## src/rtl/ulc_pkg.sv

```systemverilog
package ulc_pkg;
  typedef enum logic [2:0] {
    ST_IDLE, ST_PLAN, ST_BEAT0, ST_BEAT1, ST_RESP
  } ulc_state_t;

  // byte count for a size code; codes 2 and 3 both mean a full word
  function automatic logic [2:0] size_bytes(input logic [1:0] code);
    case (code)
      2'd0:    return 3'd1;
      2'd1:    return 3'd2;
      default: return 3'd4;
    endcase
  endfunction

  function automatic logic [31:0] eff_address(input logic [31:0] base,
                                              input logic [15:0] disp);
    return base + {{16{disp[15]}}, disp};
  endfunction

  // last byte lane touched beyond lane 3 means the access spills into a second cell
  function automatic logic [1:0] cells_touched(input logic [1:0] lane,
                                               input logic [2:0] nbytes);
    logic [2:0] last_lane;
    last_lane = {1'b0, lane} + nbytes - 3'd1;
    return (last_lane > 3'd3) ? 2'd2 : 2'd1;
  endfunction
endpackage

```

## src/rtl/ulc_addr_plan.sv

```systemverilog
module ulc_addr_plan #(
  parameter int ADDR_W    = 32,
  parameter int OFF_W     = 16,
  parameter int CELL_LOG2 = 27
) (
  input  logic [ADDR_W-1:0] base,
  input  logic [OFF_W-1:0]  disp,
  input  logic [1:0]        size,
  output logic [ADDR_W-1:0] cell_first,
  output logic [ADDR_W-1:0] cell_second,
  output logic [1:0]        lane,
  output logic [1:0]        cells,
  output logic [ADDR_W-CELL_LOG2-3:0] mod_first,
  output logic [ADDR_W-CELL_LOG2-3:0] mod_second
);
  import ulc_pkg::*;
  localparam int MOD_BITS = ADDR_W - CELL_LOG2 - 2;

  logic [ADDR_W-1:0] ea;

  always_comb begin
    ea          = eff_address(base, disp);
    lane        = ea[1:0];
    cell_first  = {ea[ADDR_W-1:2], 2'b00};
    cell_second = cell_first + ADDR_W'(4);
    cells       = cells_touched(lane, size_bytes(size));
    mod_first   = cell_first[ADDR_W-1 -: MOD_BITS];
    mod_second  = (cells == 2'd2) ? cell_second[ADDR_W-1 -: MOD_BITS] : mod_first;
  end
endmodule

```

## src/rtl/ulc_assembler.sv

```systemverilog
module ulc_assembler #(
  parameter int CELL_W = 32
) (
  input  logic [CELL_W-1:0] cell_a,
  input  logic [CELL_W-1:0] cell_b,
  input  logic [1:0]        lane,
  input  logic [1:0]        size,
  input  logic              sgn,
  output logic [CELL_W-1:0] value
);
  localparam int PAIR_W = 2 * CELL_W;

  logic [PAIR_W-1:0] pair;
  logic [CELL_W-1:0] top;

  always_comb begin
    pair = {cell_a, cell_b} << {lane, 3'b000};
    top  = pair[PAIR_W-1 -: CELL_W];
    case (size)
      2'd0:    value = {{(CELL_W-8){sgn & top[CELL_W-1]}},  top[CELL_W-1 -: 8]};
      2'd1:    value = {{(CELL_W-16){sgn & top[CELL_W-1]}}, top[CELL_W-1 -: 16]};
      default: value = top;
    endcase
  end
endmodule

```

## src/rtl/ulc_load_seq.sv

```systemverilog
module ulc_load_seq #(
  parameter int ADDR_W    = 32,
  parameter int OFF_W     = 16,
  parameter int CELL_LOG2 = 27,
  localparam int MOD_BITS = ADDR_W - CELL_LOG2 - 2
) (
  input  logic                clk,
  input  logic                rst_n,
  input  logic                req_valid,
  output logic                req_ready,
  input  logic [ADDR_W-1:0]   req_base,
  input  logic [OFF_W-1:0]    req_offset,
  input  logic [1:0]          req_size,
  input  logic                req_signed,
  output logic                plan_valid,
  output logic [1:0]          plan_cells,
  output logic [MOD_BITS-1:0] plan_mod_first,
  output logic [MOD_BITS-1:0] plan_mod_second,
  output logic                mem_rd,
  output logic [ADDR_W-1:0]   mem_addr,
  output logic [MOD_BITS-1:0] mem_module,
  input  logic [31:0]         mem_rdata,
  output logic                rsp_valid,
  input  logic                rsp_ready,
  output logic [31:0]         rsp_data
);
  import ulc_pkg::*;

  ulc_state_t state_q;

  logic [ADDR_W-1:0]   pf_first, pf_second;
  logic [1:0]          pf_lane, pf_cells;
  logic [MOD_BITS-1:0] pf_mod_a, pf_mod_b;

  logic [ADDR_W-1:0]   first_q, second_q;
  logic [1:0]          lane_q, cells_q, size_q;
  logic                sgn_q;
  logic [MOD_BITS-1:0] mod_a_q, mod_b_q;
  logic [31:0]         cell_a_q, cell_b_q;
  logic [1:0]          rd_seen_q;

  // named events
  logic accept_ev, beat0_ev, beat1_ev, deliver_ev;
  assign accept_ev  = (state_q == ST_IDLE) && req_valid;
  assign beat0_ev   = (state_q == ST_BEAT0);
  assign beat1_ev   = (state_q == ST_BEAT1);
  assign deliver_ev = (state_q == ST_RESP) && rsp_ready;

  ulc_addr_plan #(.ADDR_W(ADDR_W), .OFF_W(OFF_W), .CELL_LOG2(CELL_LOG2)) plan_i (
    .base(req_base), .disp(req_offset), .size(req_size),
    .cell_first(pf_first), .cell_second(pf_second), .lane(pf_lane),
    .cells(pf_cells), .mod_first(pf_mod_a), .mod_second(pf_mod_b)
  );

  ulc_assembler #(.CELL_W(32)) asm_i (
    .cell_a(cell_a_q), .cell_b(cell_b_q), .lane(lane_q), .size(size_q),
    .sgn(sgn_q), .value(rsp_data)
  );

  always_ff @(posedge clk) begin
    if (!rst_n) begin
      state_q   <= ST_IDLE;
      first_q   <= '0;
      second_q  <= '0;
      lane_q    <= '0;
      cells_q   <= 2'd1;
      size_q    <= '0;
      sgn_q     <= 1'b0;
      mod_a_q   <= '0;
      mod_b_q   <= '0;
      cell_a_q  <= '0;
      cell_b_q  <= '0;
      rd_seen_q <= '0;
    end else begin
      if (mem_rd) rd_seen_q <= rd_seen_q + 2'd1;
      case (state_q)
        ST_IDLE: if (accept_ev) begin
          first_q   <= pf_first;
          second_q  <= pf_second;
          lane_q    <= pf_lane;
          cells_q   <= pf_cells;
          size_q    <= req_size;
          sgn_q     <= req_signed;
          mod_a_q   <= pf_mod_a;
          mod_b_q   <= pf_mod_b;
          rd_seen_q <= '0;
          state_q   <= ST_PLAN;
        end
        ST_PLAN:  state_q <= ST_BEAT0;
        ST_BEAT0: begin
          cell_a_q <= mem_rdata;
          cell_b_q <= '0;
          state_q  <= (cells_q == 2'd2) ? ST_BEAT1 : ST_RESP;
        end
        ST_BEAT1: begin
          cell_b_q <= mem_rdata;
          state_q  <= ST_RESP;
        end
        ST_RESP:  if (deliver_ev) state_q <= ST_IDLE;
        default:  state_q <= ST_IDLE;
      endcase
    end
  end

  assign req_ready       = (state_q == ST_IDLE);
  assign plan_valid      = (state_q == ST_PLAN);
  assign plan_cells      = cells_q;
  assign plan_mod_first  = mod_a_q;
  assign plan_mod_second = mod_b_q;
  assign mem_rd          = plan_valid || (beat0_ev && cells_q == 2'd2);
  assign mem_addr        = beat0_ev ? second_q : first_q;
  assign mem_module      = beat0_ev ? mod_b_q : mod_a_q;
  assign rsp_valid       = (state_q == ST_RESP);

  // assertions
  a_r2_module_matches_addr: assert property (@(posedge clk) disable iff (!rst_n)
    mem_rd |-> mem_module == mem_addr[ADDR_W-1 -: MOD_BITS]);
  a_r1_cell_aligned: assert property (@(posedge clk) disable iff (!rst_n)
    mem_rd |-> mem_addr[1:0] == 2'b00);
  a_r3_byte_single_cell: assert property (@(posedge clk) disable iff (!rst_n)
    (plan_valid && size_q == 2'd0) |-> plan_cells == 2'd1);
  a_r4_second_cell_step: assert property (@(posedge clk) disable iff (!rst_n)
    (mem_rd && $past(mem_rd)) |-> mem_addr == $past(mem_addr) + ADDR_W'(4));
  a_r5_plan_after_accept: assert property (@(posedge clk) disable iff (!rst_n)
    (req_valid && req_ready) |=> plan_valid);
  a_r6_read_count: assert property (@(posedge clk) disable iff (!rst_n)
    $rose(rsp_valid) |-> rd_seen_q == plan_cells);
  a_r9_rsp_hold: assert property (@(posedge clk) disable iff (!rst_n)
    (rsp_valid && !rsp_ready) |=> rsp_valid && $stable(rsp_data));
  a_r9_busy_not_ready: assert property (@(posedge clk) disable iff (!rst_n)
    plan_valid |-> !req_ready);
endmodule

```

## config.mk

```make
export PLATFORM = sky130hd
export DESIGN_NAME = ulc_load_seq
export DESIGN_NICKNAME = d
export VERILOG_FILES = /design/src/rtl/ulc_pkg.sv /design/src/rtl/ulc_addr_plan.sv /design/src/rtl/ulc_assembler.sv /design/src/rtl/ulc_load_seq.sv
export SDC_FILE = /design/constraint.sdc
export NUM_CORES = 1
export LEC_CHECK = 0
export BUFFER_PORTS_ARGS = -buffer_cell sky130_fd_sc_hd__buf_4
export CORE_ASPECT_RATIO = 0.7
export CORE_MARGIN = 4
export CORE_UTILIZATION = 28
export DETAILED_ROUTE_END_ITERATION = 8
export GPL_ROUTABILITY_DRIVEN = 0
export MAX_ROUTING_LAYER = met4
export PLACE_DENSITY = 0.45
export SETUP_SLACK_MARGIN = 0.3
export SLEW_MARGIN = 0
export SYNTH_ARGS = -nofsm -noshare
export SYNTH_HDL_FRONTEND = slang
export SYNTH_HIERARCHICAL = 1
export SYNTH_SLANG_ARGS = --single-unit
export TNS_END_PERCENT = 20
```

## constraint.sdc

```tcl
create_clock -name clk -period 6.4 [get_ports clk]
set_input_delay 0 -clock clk [delete_from_list [all_inputs] [get_ports clk]]
set_output_delay 0 -clock clk [all_outputs]
set_load 0.02 [all_outputs]
```

==> results by group <==
Outcome
  • Status: complete, no violations

Placement
  • Placed Cells: 1749
  • IO Port Bufs: 165
  • DPL Wire Length: 23600 µm

Flow run
  • Max Cap Viol: 0

Setup path
  • CP endpoint kind: flop
  • CP Class: input pin to flop
  • CP required: 6.68 ns
  • Crit path DAT: 3.97 ns
  • Top cell by count, worst path: xnor2_1
  • Critical path's slowest cell: dlygate4sd3_1
  • Critical-path cell list: dlygate4sd3_1 -> buf_4 -> ha_1 -> fa_1 -> a211oi_2 -> o211ai_2 -> a211oi_4 -> xnor2_1 -> and4_1 -> and4_2 -> nand2_1 -> nor3_1 -> xnor2_1 -> nand3_1 -> o21ai_0
  • CP startpoint kind: input pin
  • Slowest Stage Delay on Critical Path: 0.54 ns
  • CP max FO: 6

Pwr
  • Worst vdd ir: 0.148 mV
  • Pwr dens: 231 nW/µm²
  • LEAKAGE: 0.00459 µW
  • Design Power: 2810 µW

Global routing
  • Number of global-route vias before repair: 8729
  • Largest net degree at the start of global routing: 136
  • First-pass GRT wire length: 50900 µm
  • Overflow left after global routing: 0
  • Initial antenna violation count: 0
  • Gr usage total: 17.4%

Routing
  • Vias/cell: 5.04
  • Via Count: 9166
  • WL per Instance: 18.0 µm
  • # DRC: 0
  • Drt total wl: 32700 µm
  • Initial detailed-routing violation count: 703
  • Detail Route Antenna Nets: 0
  • Detailed Routing Iterations Pass 1: 5

Logic synthesis
  • Post-synthesis instance total: 1205
  • YS warnings: 6
  • Syn_area_per_cell: 8.19 µm²
  • Syn Std Cell Area: 9870 µm²

STA
  • WHS: 0.110 ns
  • Period utilization: 57.6%
  • Fin. max-slew vios: 0
  • Unrepaired setup endpoints after global routing: false
  • Final-report setup violation count: 0
  • Final hold viol count: 0
  • Slew @ Worst Pin: 1.06 ns
  • Slew HR: 29.1%
  • Clk_skew: 0.00726 ns
  • Setup_tns: 0 ns
  • Crit path time final: 3.68 ns
  • Max frequency: 271 MHz

Die
  • Total I/O pin count: 166
  • Starting Density: 28.4%
  • Die span in y: 165 µm
  • Die area: 38400 µm²
  • Die width: 232 µm
  • CORE AREA: 34700 µm²
  • Rows: 57

Clock network
  • Post-cts resize count: 0
  • CTS Buf Count: 17
  • H-tree levels: 4
  • CTS Buffer Depth: 2
  • CTS tree: done
  • Worst-path clk slew: 0.06 ns
  • Later-pin clock latency in the skew report: 0.44 ns
  • Root Buffer: clkbuf_16
  • Sink Count: 136

Layout
  • Layout cell share with drive strength beyond 1: 24.7%
  • Nets@finish: 1456
  • Fill count: 3706
  • Final cell count without fillers: 1818
  • Area grow syn2layout: 23.1%
  • Most common cell after layout, fill and taps aside: nand2_1
  • Most frequent cells in the layout: nand2_1, buf_4, nand3_1, dfxtp_1, o21ai_0

Min path
  • Min-Delay Path Class: input pin to flop
sequential cells by signal, summed over array words and instances (netlist names):
signal           count
cell_a_q            32
plan_mod_first       3
second_q            32
cell_b_q            24
state_q              3
sgn_q                1
size_q               2
lane_q               2
first_q             32
plan_mod_second      3
plan_cells           2
report_power, final:
part | switching [µW] | total [µW] | internal (µW) | leakage (µW)
Combinational | 515 | 860 | 344 | 0.00320
Clock | 380 | 992 | 611 | 0.000280
Sequential | 46.2 | 958 | 912 | 0.00111
Total | 942 | 2810 | 1870 | 0.00459
routing by layer:
layer / track usage (%) / wire, µm
met1: 26.4 / 17400
met2: 23.5 / 13500
met3: 3.14 / 1390
met4: 4.07 / 418
met5: - / 0
metrics by stage:
step / worst slack [ns] / cell area, µm² / utilization, %
CTS: 2.75 / 12200 / 35.0
detailed placement: 2.84 / 11200 / 32.2
floorplan: 3.49 / 9880 / -
global route: 2.43 / 12200 / 35.0
finish: 2.72 / 12200 / 35.0
global placement: 2.82 / 11200 / 32.2
critical path: cells and delay by family:
kind	cells	cell delay, ns
AO/OA/AOI/OAI	4	1.05
XOR/XNOR	2	0.38
adder cells (fa/ha/maj)	2	0.67
buffers and inverters	2	0.67
AND/OR/NAND/NOR	5	1.19
final cells by class:
| cell class | instances | area (µm²) | area share, % |
|---|---|---|---|
| well taps | 472 | 591 | 4.86 |
| diodes | 1 | 2.50 | 0.0206 |
| repair buffers | 215 | 1720 | 14.1 |
| clock buffers | 19 | 443 | 3.64 |
| flip-flops and latches | 136 | 2730 | 22.4 |
| inverters | 13 | 48.8 | 0.402 |
| multi-input cells | 952 | 6500 | 53.5 |
| clock inverters | 10 | 130 | 1.07 |
worst paths after layout:
kind / start / endpoint / slack, ns / cells after the start
worst min-delay path: req_offset[1] / lane_q[1]$_SDFFE_PN0P_ / 0.11 / 4
worst min register to register: second_q[31]$_SDFFE_PN0P_ / second_q[31]$_SDFFE_PN0P_ / 0.44 / 2
worst max-delay path: req_offset[0] / second_q[30]$_SDFFE_PN0P_ / 2.72 / 15
worst max register to register: state_q[0]$_SDFFE_PN0P_ / plan_cells[0]$_SDFFE_PN1P_ / 3.86 / 6
timing repair:
item                                   4_1_cts  5_1_grt
endpoints found under the hold margin       62        0
setup endpoints to repair                    0        0
setup buffers                                0        0
hold buffers                                39        0
Power figures use the tool's default switching activity.
